<file path="src/rtl/byte_lane_shifter.sv">
module byte_lane_shifter #(
  parameter int DATA_W = 64
) (
  input  logic              clk,
  input  logic              rst_n,
  input  logic              in_valid,
  input  logic [2:0]        op,
  input  logic              use_imm,
  input  logic [2:0]        imm_amt,
  input  logic [DATA_W-1:0] rs1,
  input  logic [DATA_W-1:0] rs2,
  input  logic              sat_clr,
  output logic              out_valid,
  output logic [DATA_W-1:0] result,
  output logic              sat_flag
);
  localparam int LANES = DATA_W / 8;

  localparam logic [2:0] OP_SRA     = 3'd0;
  localparam logic [2:0] OP_SRA_RND = 3'd1;
  localparam logic [2:0] OP_SRL     = 3'd2;
  localparam logic [2:0] OP_SRL_RND = 3'd3;
  localparam logic [2:0] OP_SLL     = 3'd4;
  localparam logic [2:0] OP_SLL_SAT = 3'd5;
  localparam logic [2:0] OP_SGN     = 3'd6;
  localparam logic [2:0] OP_SGN_RND = 3'd7;

  logic [2:0]        amt_u, amt_r, amt_l;
  logic [3:0]        amt_s, neg_mag;
  logic              sgn_op, amt_neg, rnd;
  logic [DATA_W-1:0] nxt;
  logic [LANES-1:0]  lane_ovf;
  logic              unused_hi;

  assign unused_hi = ^rs2[DATA_W-1:4];

  assign amt_u   = use_imm ? imm_amt : rs2[2:0];
  assign amt_s   = rs2[3:0];
  assign sgn_op  = (op == OP_SGN) || (op == OP_SGN_RND);
  assign amt_neg = amt_s[3];
  assign neg_mag = 4'd0 - amt_s;
  assign amt_r   = sgn_op ? (neg_mag[3] ? 3'd7 : neg_mag[2:0]) : amt_u;
  assign amt_l   = sgn_op ? amt_s[2:0] : amt_u;
  assign rnd     = (op == OP_SRA_RND) || (op == OP_SRL_RND) || (op == OP_SGN_RND);

  for (genvar g = 0; g < LANES; g++) begin : g_lane
    logic [7:0] a, sra_t, srl_t, sll_t, sat_v, res;
    logic [8:0] ext;
    logic       rbit, ovf_l, ovf;

    assign a     = rs1[8*g +: 8];
    assign ext   = {a, 1'b0};
    assign rbit  = rnd & ext[amt_r];
    assign sra_t = 8'($signed(a) >>> amt_r) + {7'd0, rbit};
    assign srl_t = (a >> amt_r) + {7'd0, rbit};
    assign sll_t = a << amt_l;
    assign ovf_l = 8'($signed(sll_t) >>> amt_l) != a;
    assign sat_v = a[7] ? 8'h80 : 8'h7f;

    always_comb begin
      res = sll_t;
      ovf = 1'b0;
      case (op)
        OP_SRA, OP_SRA_RND: res = sra_t;
        OP_SRL, OP_SRL_RND: res = srl_t;
        OP_SLL:             res = sll_t;
        default: begin
          if (sgn_op && amt_neg) begin
            res = sra_t;
          end else begin
            ovf = ovf_l;
            res = ovf_l ? sat_v : sll_t;
          end
        end
      endcase
    end

    assign nxt[8*g +: 8] = res;
    assign lane_ovf[g]   = ovf;
  end

  always_ff @(posedge clk or negedge rst_n) begin
    if (!rst_n) begin
      out_valid <= 1'b0;
      result    <= '0;
      sat_flag  <= 1'b0;
    end else begin
      out_valid <= in_valid;
      if (in_valid) result <= nxt;
      sat_flag <= (sat_flag & ~sat_clr) | (in_valid & (|lane_ovf));
    end
  end
endmodule


</file>
<file path="config.mk">
export PLATFORM = sky130hd
export DESIGN_NAME = byte_lane_shifter
export DESIGN_NICKNAME = d
export VERILOG_FILES = /design/src/rtl/byte_lane_shifter.sv
export SDC_FILE = /design/constraint.sdc
export NUM_CORES = 1
export LEC_CHECK = 0
export BUFFER_PORTS_ARGS = -buffer_cell sky130_fd_sc_hd__buf_2
export CAP_MARGIN = 20
export CORE_MARGIN = 5
export CORE_UTILIZATION = 45
export DETAILED_ROUTE_END_ITERATION = 6
export PLACE_DENSITY = 0.68
export SLEW_MARGIN = 10
export SYNTH_ARGS = -nofsm -noshare
export SYNTH_HDL_FRONTEND = slang
export SYNTH_SLANG_ARGS = --single-unit
</file>
<file path="constraint.sdc">
create_clock -name clk -period 2.35 [get_ports clk]
set_clock_uncertainty 0.2 [all_clocks]
set_input_delay 0.47 -clock clk [delete_from_list [all_inputs] [get_ports clk]]
set_output_delay 0.47 -clock clk [all_outputs]
set_load 0.01 [all_outputs]
</file>
==> summary.md, run 1 <==
| Metric | Value |
|---|---|
| # clock sinks | `66` |
| Netlist cell types | `between 90 and 100` |
| I/O Pins | `slightly above 200` |
| Sequential share of the synthesized area | `11.0%` |
| Die Y-Extent | `around 190 microns` |
| Place WS | `-1.90 ns` |
| Die X-Extent | `between 150 and 200 microns` |
| Synth top area cells | `dfrtp_1, o21ai_0, mux2i_1` |
| Yosys warning total | `0` |
| Share of Yosys cell area claimed by the top area cell type | `a little over a tenth` |
| Dominant synthesized flop cell | `dfrtp_1` |
| Post-synth EDFFs | `0` |
| Synth area leader | `dfrtp_1` |
| Final HPWL DP | `77.2 mm` |
| Initial Utilization | `a little under half` |
| Synthesized area | `15000 sq um` |
| Synth Register Bits | `between 60 and 70` |
| Rows | `67` |
| Total gr overflow | `156` |
| CTS root buf | `clkbuf_16` |
| Number of port buffers | `about 140` |
| Worst End Pin Type | `sequential cell input` |
| Largest net degree at the start of global routing | `69` |
| Gate Count Post-Synth | `about 2200` |
| Synthesized net count | `about 2300` |
| # H-tree levels | `3` |
| Run Error | `[ERROR GRT-0232] Routing congestion too high. Check the congestion heatmap in the GUI.` |
| Fail Step | `global routing` |
| CTS Buf Count | `9` |
| Placer Congestion | `about 1.1` |
| GRT Overall Usage | `about 71%` |
| Post-synthesis async set-or-reset flop share | `100%` |
| Clock tree buffer depth | `2` |
| Post-GRT worst EP | `result[15]$_DFFE_PN0P_/D` |
| Status | `aborted with a tool error` |
| Syn_area_per_cell | `approximately 6.9 sq um` |
==> kinds of logic after synthesis <==
kind of cell | after synthesis | share of synthesized area, %
simple gates | 737 | 23.9
compound gates | 870 | 40.4
mux | 132 | 11.0
fa+ha+maj | 25 | 2.08
flops | 66 | 11.0
xor+xnor | 66 | 3.85
buf+inv | 274 | 7.83
==> metrics by stage <==
| step | instances | area, sq um |
|---|---|---|
| after CTS | 3541 | 26700 |
| after global placement | 3398 | 22700 |
| after detailed placement | 3398 | 22700 |
| after floorplan | 2170 | 15800 |
==> Yosys cell counts (all sizes together) (30+ instances only) <==
master / instances
a221oi: 39
nor2: 172
mux2i: 92
o21ai: 199
dfrtp: 66
a22oi: 37
nand2: 207
xnor2: 49
inv: 49
nand3: 105
a31oi: 42
nor3: 51
a211oi: 50
o211ai: 30
clkbuf: 134
buf: 89
a21oi: 160
==> per-layer routing <==
metal / track usage, % / overflow
met5: 16.3 / 1
met4: 73.8 / 71
met3: 52.1 / 5
met2: 90.3 / 77
met1: 71.1 / 2
==> repair_timing <==
item                                    in CTS
endpoints found under the setup margin      65
setup buffers                              128
hold buffers                                 1
gates resized for setup                    563
pin swaps                                  230
gates cloned                                 4
hold endpoints to repair                    11
==> run 2, diff against run 1 <==
--- a/config.mk
+++ b/config.mk
@@ -8,9 +8,9 @@
 export BUFFER_PORTS_ARGS = -buffer_cell sky130_fd_sc_hd__buf_2
 export CAP_MARGIN = 20
 export CORE_MARGIN = 5
-export CORE_UTILIZATION = 45
+export CORE_UTILIZATION = 30
 export DETAILED_ROUTE_END_ITERATION = 6
-export PLACE_DENSITY = 0.68
+export PLACE_DENSITY_LB_ADDON = 0.15
 export SLEW_MARGIN = 10
 export SYNTH_ARGS = -nofsm -noshare
 export SYNTH_HDL_FRONTEND = slang
==> run 2 against run 1 <==
Effect of this change: the flow now finishes, with violations (negative setup slack); synthesized cell count unchanged; area after synthesis unchanged.
==> summary.md, run 2 <==
| Metric | Value |
|---|---|
| Status | `finished, violations left` |
| Violated checks | `negative setup slack` |
| Setup violators final | `between 60 and 70` |
| Final Critical Period | `3.61 ns` |
| Total gr overflow | `0` |
| Slowest cell on the critical path | `o31a_1` |
| Final Max Slew Viols | `0` |
| Initial Utilization | `30.1% (-15 points)` |
| Post-placement cell count | `3693 (+8.7%)` |
| Die footprint | `between 50000 and 60000 sq um` |
| Req. time, crit path | `2.39 ns` |
| CTS Buf Count | `9 (unchanged)` |
| R2R Path End | `result[28]$_DFFE_PN0P_` |
| Iter 0 DRT Violations | `between 2000 and 2500` |
| Vias/cell | `between 6 and 7` |
| Dominant synthesized flop cell | `dfrtp_1` |
| Worst-Margin Slew | `about 0.63 ns` |
| Clock tree buffer depth | `2 (unchanged)` |
| Share of Yosys cell area claimed by the top area cell type | `11.0% (unchanged)` |
| Worst Hold Class | `input pin to flop` |
| Clock slew at reported path FFs | `roughly 0.060 ns` |
| Crit path from | `rs2[0]` |
| Vias in the first global route | `24300` |
| Rows | `82 (+22%)` |
| Top Registers | `result (64), out_valid (1), sat_flag (1)` |
| Commonest non-fill, non-tap cell in the layout | `buf_4` |
| Finished Layout Cells | `a little under 4000` |
| RR Startpoint | `result[28]$_DFFE_PN0P_` |
| Final HPWL DP | `86.0 mm (+11%)` |
| Synth top area cells | `dfrtp_1, o21ai_0, mux2i_1` |
| Largest register FFs | `64` |
| Crit share post-route | `153%` |
| Most frequent cells after synthesis | `nand2_1, o21ai_0, nor2_1, a21oi_1, clkbuf_1` |
| Unrepaired setup endpoints after global routing | `yes` |
| Slew HR | `just under 60%` |
| First-pass GRT wire length | `about 160 mm` |
| Sequential share of the synthesized area | `11.0% (unchanged)` |
| CTS root buf | `clkbuf_16` |
| Setup ws final | `-1.26 ns` |
| Cells along the critical path | `buf_12 -> buf_8 -> o31a_1 -> buf_4 -> o21ai_4 -> nand2_4 -> buf_6 -> buf_6 -> o21ai_4 -> a221oi_2 -> a211oi_2 -> buf_4 -> ha_4 -> buf_6 -> o31ai_4 -> nor4_4 -> nand4_1 -> a32oi_2 -> a41oi_2` |
| Largest net degree at the start of global routing | `46` |
| Post-synthesis async set-or-reset flop share | `100% (unchanged)` |
| Netlist cell types | `97 (unchanged)` |
| Nets | `between 3000 and 4000` |
| Wirelength, routed | `about 110 mm` |
| Final Hold Fails | `0` |
| ANT cells | `0` |
| Maximum VDD drop | `approximately 280 uV` |
| # H-tree levels | `3 (unchanged)` |
| Total power | `about 12 mW` |
| Gate Count Post-Synth | `2170 (unchanged)` |
| TritonRoute pass-1 iters | `6` |
| Core area | `49900 sq um` |
| Worst reg2reg path depth | `4` |
| P_leak | `12.3 nW` |
| Later-pin clock latency in the skew report | `0.37 ns` |
| Placer Congestion | `1.04 (-9.2%)` |
| GRT Overall Usage | `38.8%` |
| Initial antenna violation count | `0` |
| Worst Path Arrival | `3.65 ns` |
| Reg-to-reg slack, setup | `around 1.1 ns` |
| Count leader, synth | `nand2_1` |
| F_max | `about 0.28 GHz` |
| Crit path largest cell delay | `about 0.36 ns` |
| Die X-Extent | `234 microns (+21%)` |
| Layout cell share with drive strength beyond 1 | `56.4%` |
| Synth area leader | `dfrtp_1` |
| Critical path's most frequent cell | `buf_6` |
| Crit end category | `flop` |
| Most frequent cells in the layout | `buf_4, nand2_1, nor2_1, buf_2, o21ai_0` |
| Synthesized net count | `2334 (unchanged)` |
| Number of port buffers | `144 (unchanged)` |
| Largest Register | `result` |
| Syn_area_per_cell | `6.93 sq um (unchanged)` |
| Synth Register Bits | `66 (unchanged)` |
| Routed len/inst | `around 29 microns` |
| Yosys warning total | `0 (unchanged)` |
| Critical path startpoint category | `input pin` |
| # clock sinks | `66 (unchanged)` |
| Die Y-Extent | `234 microns (+21%)` |
| Synthesized area | `15000 sq um (unchanged)` |
| CTS tree | `built` |
| Crit path max fanout | `5` |
| Post-synth EDFFs | `0 (unchanged)` |
| Layout area overhead | `93.4%` |
| Power per Cell Area | `around 420 nW/um^2` |
| Via count | `approximately 24000` |
| Antenna-violating nets left | `0` |
| Max-cap viol count | `0` |
| I/O Pins | `205 (unchanged)` |
| DRC | `0` |
| Critical path class | `input pin to flop` |
| Filler cells | `approximately 4600` |
| CP endpoint | `result[55]$_DFFE_PN0P_` |
-- run 2: routing by layer --
metal  global-route usage, %  up-vias  wire length [microns]
met5                       0        -                      0
li1                        -    10600                      -
met4                    29.3        0                  10900
met3                    6.25      483                   7860
met2                    65.3     1378                  51400
met1                    44.2    12000                  41100
-- run 2: final cells by class --
cell class              count  area [sq um]  area share [%]
flip-flops and latches     66          1650            5.68
well taps                 672           841            2.89
clock inverters             3          17.5          0.0603
clock buffers              11           243           0.835
inverters                  51           211           0.727
multi-input cells        1831         15600            53.8
repair buffers           1261         10500            36.0
-- run 2: cells by family after synthesis --
kind of cell	share of synthesized area [%]
AO/OA/AOI/OAI	40.4
AND/OR/NAND/NOR	23.9
buffers and inverters	7.83
flip-flops	11.0
adder cells (fa/ha/maj)	2.08
multiplexers	11.0
XOR/XNOR	3.85
-- run 2: critical path: cells and delay by family --
kind	cells	cell delay, ns
adders and majority gates	1	0.18
buffers and inverters	7	0.98
and+or+nand+nor	3	0.59
AOI/OAI and AO/OA	8	1.42
-- run 2: stage by stage --
step	area [sq um]	hold slack (ns)	setup TNS [ns]	worst slack [ns]	util, %
2_1_floorplan	15800	-0.0256	-84.74	-1.63	-
3_3_place_gp	23600	0.200	-116.35	-2.02	47.3
3_5_place_dp	23600	0.201	-118.38	-2.10	47.3
4_1_cts	27300	0.0705	-67.83	-1.20	54.7
5_1_grt	29100	0.0806	-78.01	-1.40	58.3
6_report	29100	0.0766	-70.30	-1.26	58.3
-- run 2: repair_timing --
action,4_1_cts,5_1_grt
hold endpoints to repair,23,0
endpoints found under the setup margin,65,65
setup buffers,125,67
hold buffers,1,0
pin swaps,211,175
gates cloned,6,2
resized for setup,491,253
-- run 2: worst min-delay path by stage --
stage,startpoint,endpoint,slack (ns),depth (start not counted)
2_1_floorplan,rst_n,out_valid$_DFF_PN0_,-0.03,0
3_3_place_gp,rst_n,result[46]$_DFFE_PN0P_,0.20,1
3_5_place_dp,rst_n,result[46]$_DFFE_PN0P_,0.20,1
4_1_cts,in_valid,out_valid$_DFF_PN0_,0.07,1
5_1_grt,in_valid,out_valid$_DFF_PN0_,0.08,1
6_report,in_valid,out_valid$_DFF_PN0_,0.08,1
-- run 2: power breakdown --
part / internal (mW) / total, mW / switching (mW)
logic: 4.37 / 9.37 / 5.00
clock network: 0.729 / 1.36 / 0.627
registers: 1.32 / 1.46 / 0.134
total: 6.43 / 12.2 / 5.76
Note: power is estimated with default switching activity, not from simulation.
==> run 3, diff against run 2 <==
==> constraint.sdc (replaced) <==
create_clock -name clk -period 2.35 [get_ports clk]
set_clock_uncertainty 0.2 [all_clocks]
set_input_delay 0.1175 -clock clk [delete_from_list [all_inputs] [get_ports clk]]
set_output_delay 0.1175 -clock clk [all_outputs]
set_load 0.01 [all_outputs]
==> run 3 against run 2 <==
Effect of this change: the run ends with design-rule violations, negative setup slack left; via count fell by 0.17%; clock power rose by 15%; sequential share of layout area about the same; worst hold slack got worse by 0.00093 ns; design area is essentially flat; global-route usage hardly changed; cell count down 0.54%; critical path depth grew 1; total power is 1.9% higher; count of clock-buffer cells in the layout did not move; setup slack gained 0.35 ns; wire length grew 0.67%; critical path type unchanged; highest routed layer unchanged.
==> summary.md, run 3 (same netlist as run 2, synthesis figures left out) <==
| Metric | Value |
|---|---|
| Most frequent cells in the layout | `buf_4, nand2_1, nor2_1, buf_2, buf_6` |
| Top Registers | `result (64), out_valid (1), sat_flag (1)` |
| DRC | `2 (+2)` |
| Clock tree buffer depth | `2 (unchanged)` |
| # H-tree levels | `3 (unchanged)` |
| Final HPWL DP | `87.2 mm (+1.4%)` |
| P_leak | `12.3 nW (-0.24%)` |
| Metal3 WL | `8.60 mm (+9.5%)` |
| Nets | `3360 (-0.71%)` |
| RR Startpoint | `sat_flag$_DFF_PN0_` |
| Layout area overhead | `93.5% (about the same)` |
| Total gr overflow | `0 (unchanged)` |
| Vias/cell | `6.29 (+0.37%)` |
| Wirelength, routed | `112 mm (+0.67%)` |
| Final Max Slew Viols | `0 (unchanged)` |
| Die X-Extent | `234 microns (unchanged)` |
| Cell area after layout | `29100 sq um (about the same)` |
| Critical path class | `input pin to flop` |
| Antenna-violating nets left | `0 (unchanged)` |
| Crit path from | `rs2[0]` |
| Maximum VDD drop | `341 uV (+21%)` |
| Rows | `82 (unchanged)` |
| Routed len/inst | `28.9 microns (+1.2%)` |
| Vias in the first global route | `24000 (-1.5%)` |
| Crit end category | `flop` |
| CTS root buf | `clkbuf_16` |
| I/O Pins | `205 (unchanged)` |
| Crit path max fanout | `7 (+2)` |
| Largest register FFs | `64 (unchanged)` |
| Layout cell share with drive strength beyond 1 | `56.4% (about the same)` |
| Clock slew at reported path FFs | `0.06 ns (about the same)` |
| Initial antenna violation count | `3 (+3)` |
| DR top layer | `met4` |
| TritonRoute pass-1 iters | `7 (+1)` |
| Die footprint | `54700 sq um (unchanged)` |
| Crit share post-route | `139% (-15 points)` |
| Initial Utilization | `30.1% (unchanged)` |
| Unrepaired setup endpoints after global routing | `yes` |
| Total power | `12.4 mW (+1.9%)` |
| Met2 wire length | `51.5 mm (+0.18%)` |
| Critical path startpoint category | `input pin` |
| Largest net degree at the start of global routing | `77 (+67%)` |
| Area after DPL | `23300 sq um (-0.98%)` |
| Via count | `24400 (-0.17%)` |
| Filler cells | `4636 (+0.76%)` |
| Slew HR | `42.3% (-15 points)` |
| F_max | `0.307 GHz (+11%)` |
| Setup violators final | `65 (unchanged)` |
| # clock sinks | `66 (unchanged)` |
| Commonest non-fill, non-tap cell in the layout | `buf_4` |
| Iter 0 DRT Violations | `2755 (+23%)` |
| Core area | `49900 sq um (unchanged)` |
| Power per Cell Area | `427 nW/um^2 (+1.8%)` |
| Violated checks | `design-rule violations, negative setup slack` |
| Req. time, crit path | `2.40 ns (about the same)` |
| Final Hold Fails | `0 (unchanged)` |
| Worst Hold Class | `input pin to asynchronous set/reset pin` |
| Number of port buffers | `144 (unchanged)` |
| DRT met1 WL | `40.5 mm (-1.5%)` |
| Worst Path Arrival | `3.31 ns (-0.34 ns)` |
| Placer Congestion | `1.02 (-1.5%)` |
| Setup ws final | `-0.906 ns (+0.351 ns)` |
| CTS tree | `built` |
| Largest Register | `result` |
| Max-cap viol count | `0 (unchanged)` |
| Die Y-Extent | `234 microns (unchanged)` |
| Final Critical Period | `3.26 ns (-0.351 ns)` |
| GRT Overall Usage | `38.8% (-0.040 points)` |
| First-pass GRT wire length | `158 mm (-0.47%)` |
| CTS Buf Count | `9 (unchanged)` |
| Later-pin clock latency in the skew report | `0.37 ns (about the same)` |
| Status | `finished, violations left` |
| Worst-Margin Slew | `0.844 ns (+0.209 ns)` |
[run 3: what timing repair did]
| item | CTS | global route |
|---|---|---|
| hold buffers | 2 | 0 |
| endpoints found under the hold margin | 51 | 0 |
| cloned | 4 | 3 |
| gates resized for setup | 473 | 337 |
| pin swaps | 169 | 207 |
| setup buffers | 104 | 87 |
| setup endpoints to repair | 65 | 65 |
[run 3: power by group]
group	switching (mW)	total, mW	internal, mW
Combinational	5.02	9.39	4.37
Sequential	0.135	1.46	1.32
Clock	0.623	1.57	0.946
Total	5.77	12.4	6.64
[run 3: metrics by stage]
stage | TNS [ns] | setup slack (ns) | instances | utilization [%] | hold slack, ns
4_1_cts | -41.94 | -0.832 | 3790 | 53.7 | 0.0639
2_1_floorplan | -61.83 | -1.28 | 2170 | - | -0.378
5_1_grt | -51.53 | -0.980 | 3872 | 58.3 | 0.0626
3_5_place_dp | -91.45 | -1.74 | 3669 | 46.8 | -0.0609
3_3_place_gp | -88.80 | -1.73 | 3669 | 46.8 | -0.0627
6_report | -45.84 | -0.906 | 3874 | 58.3 | 0.0757
[run 3: area by class of cell]
class                      count  area, sq um  area share, %
timing repair buffer        1238        10400           35.7
antenna                        3         7.51         0.0258
tap                          672          841           2.89
multi-input combinational   1830        15700           53.9
clock inverter                 3         65.1          0.224
clock buffer                  11          243          0.835
inverter                      51          219          0.753
sequential                    66         1650           5.68
[run 3: critical path: stages]
cell and delay [ns]:
buf_12 0.11, inv_8 0.04, ha_4 0.21, and3b_2 0.32, o21a_4 0.19, nor2_4 0.06
buf_6 0.12, buf_12 0.12, o211ai_1 0.28, and2_1 0.21, nand2_1 0.06, o21ai_1 0.08
ha_2 0.28, ha_4 0.16, inv_2 0.04, buf_4 0.12, o41ai_1 0.40, o211ai_1 0.15
o211ai_1 0.12, a31oi_1 0.10
[run 3: per-layer routing]
| metal | GRT usage (%) | vias up |
|---|---|---|
| met4 | 29.6 | 0 |
| met2 | 64.6 | 1452 |
| li1 | - | 10500 |
| met5 | 0 | - |
| met3 | 5.55 | 498 |
| met1 | 45.0 | 11900 |
[run 3: path summary, 6_finish.rpt]
| kind | cells after the start | end | slack (ns) |
|---|---|---|---|
| worst max-delay path | 20 | result[22]$_DFFE_PN0P_ | -0.91 |
| worst min-delay path | 2 | result[43]$_DFFE_PN0P_ | 0.08 |
| worst max register to register | 3 | sat_flag$_DFF_PN0_ | 0.88 |
| worst min register to register | 1 | result[24]$_DFFE_PN0P_ | 0.31 |
| max in group asynchronous | 3 | result[3]$_DFFE_PN0P_ | 1.22 |
| min in group clk | 4 | result[40]$_DFFE_PN0P_ | 0.08 |
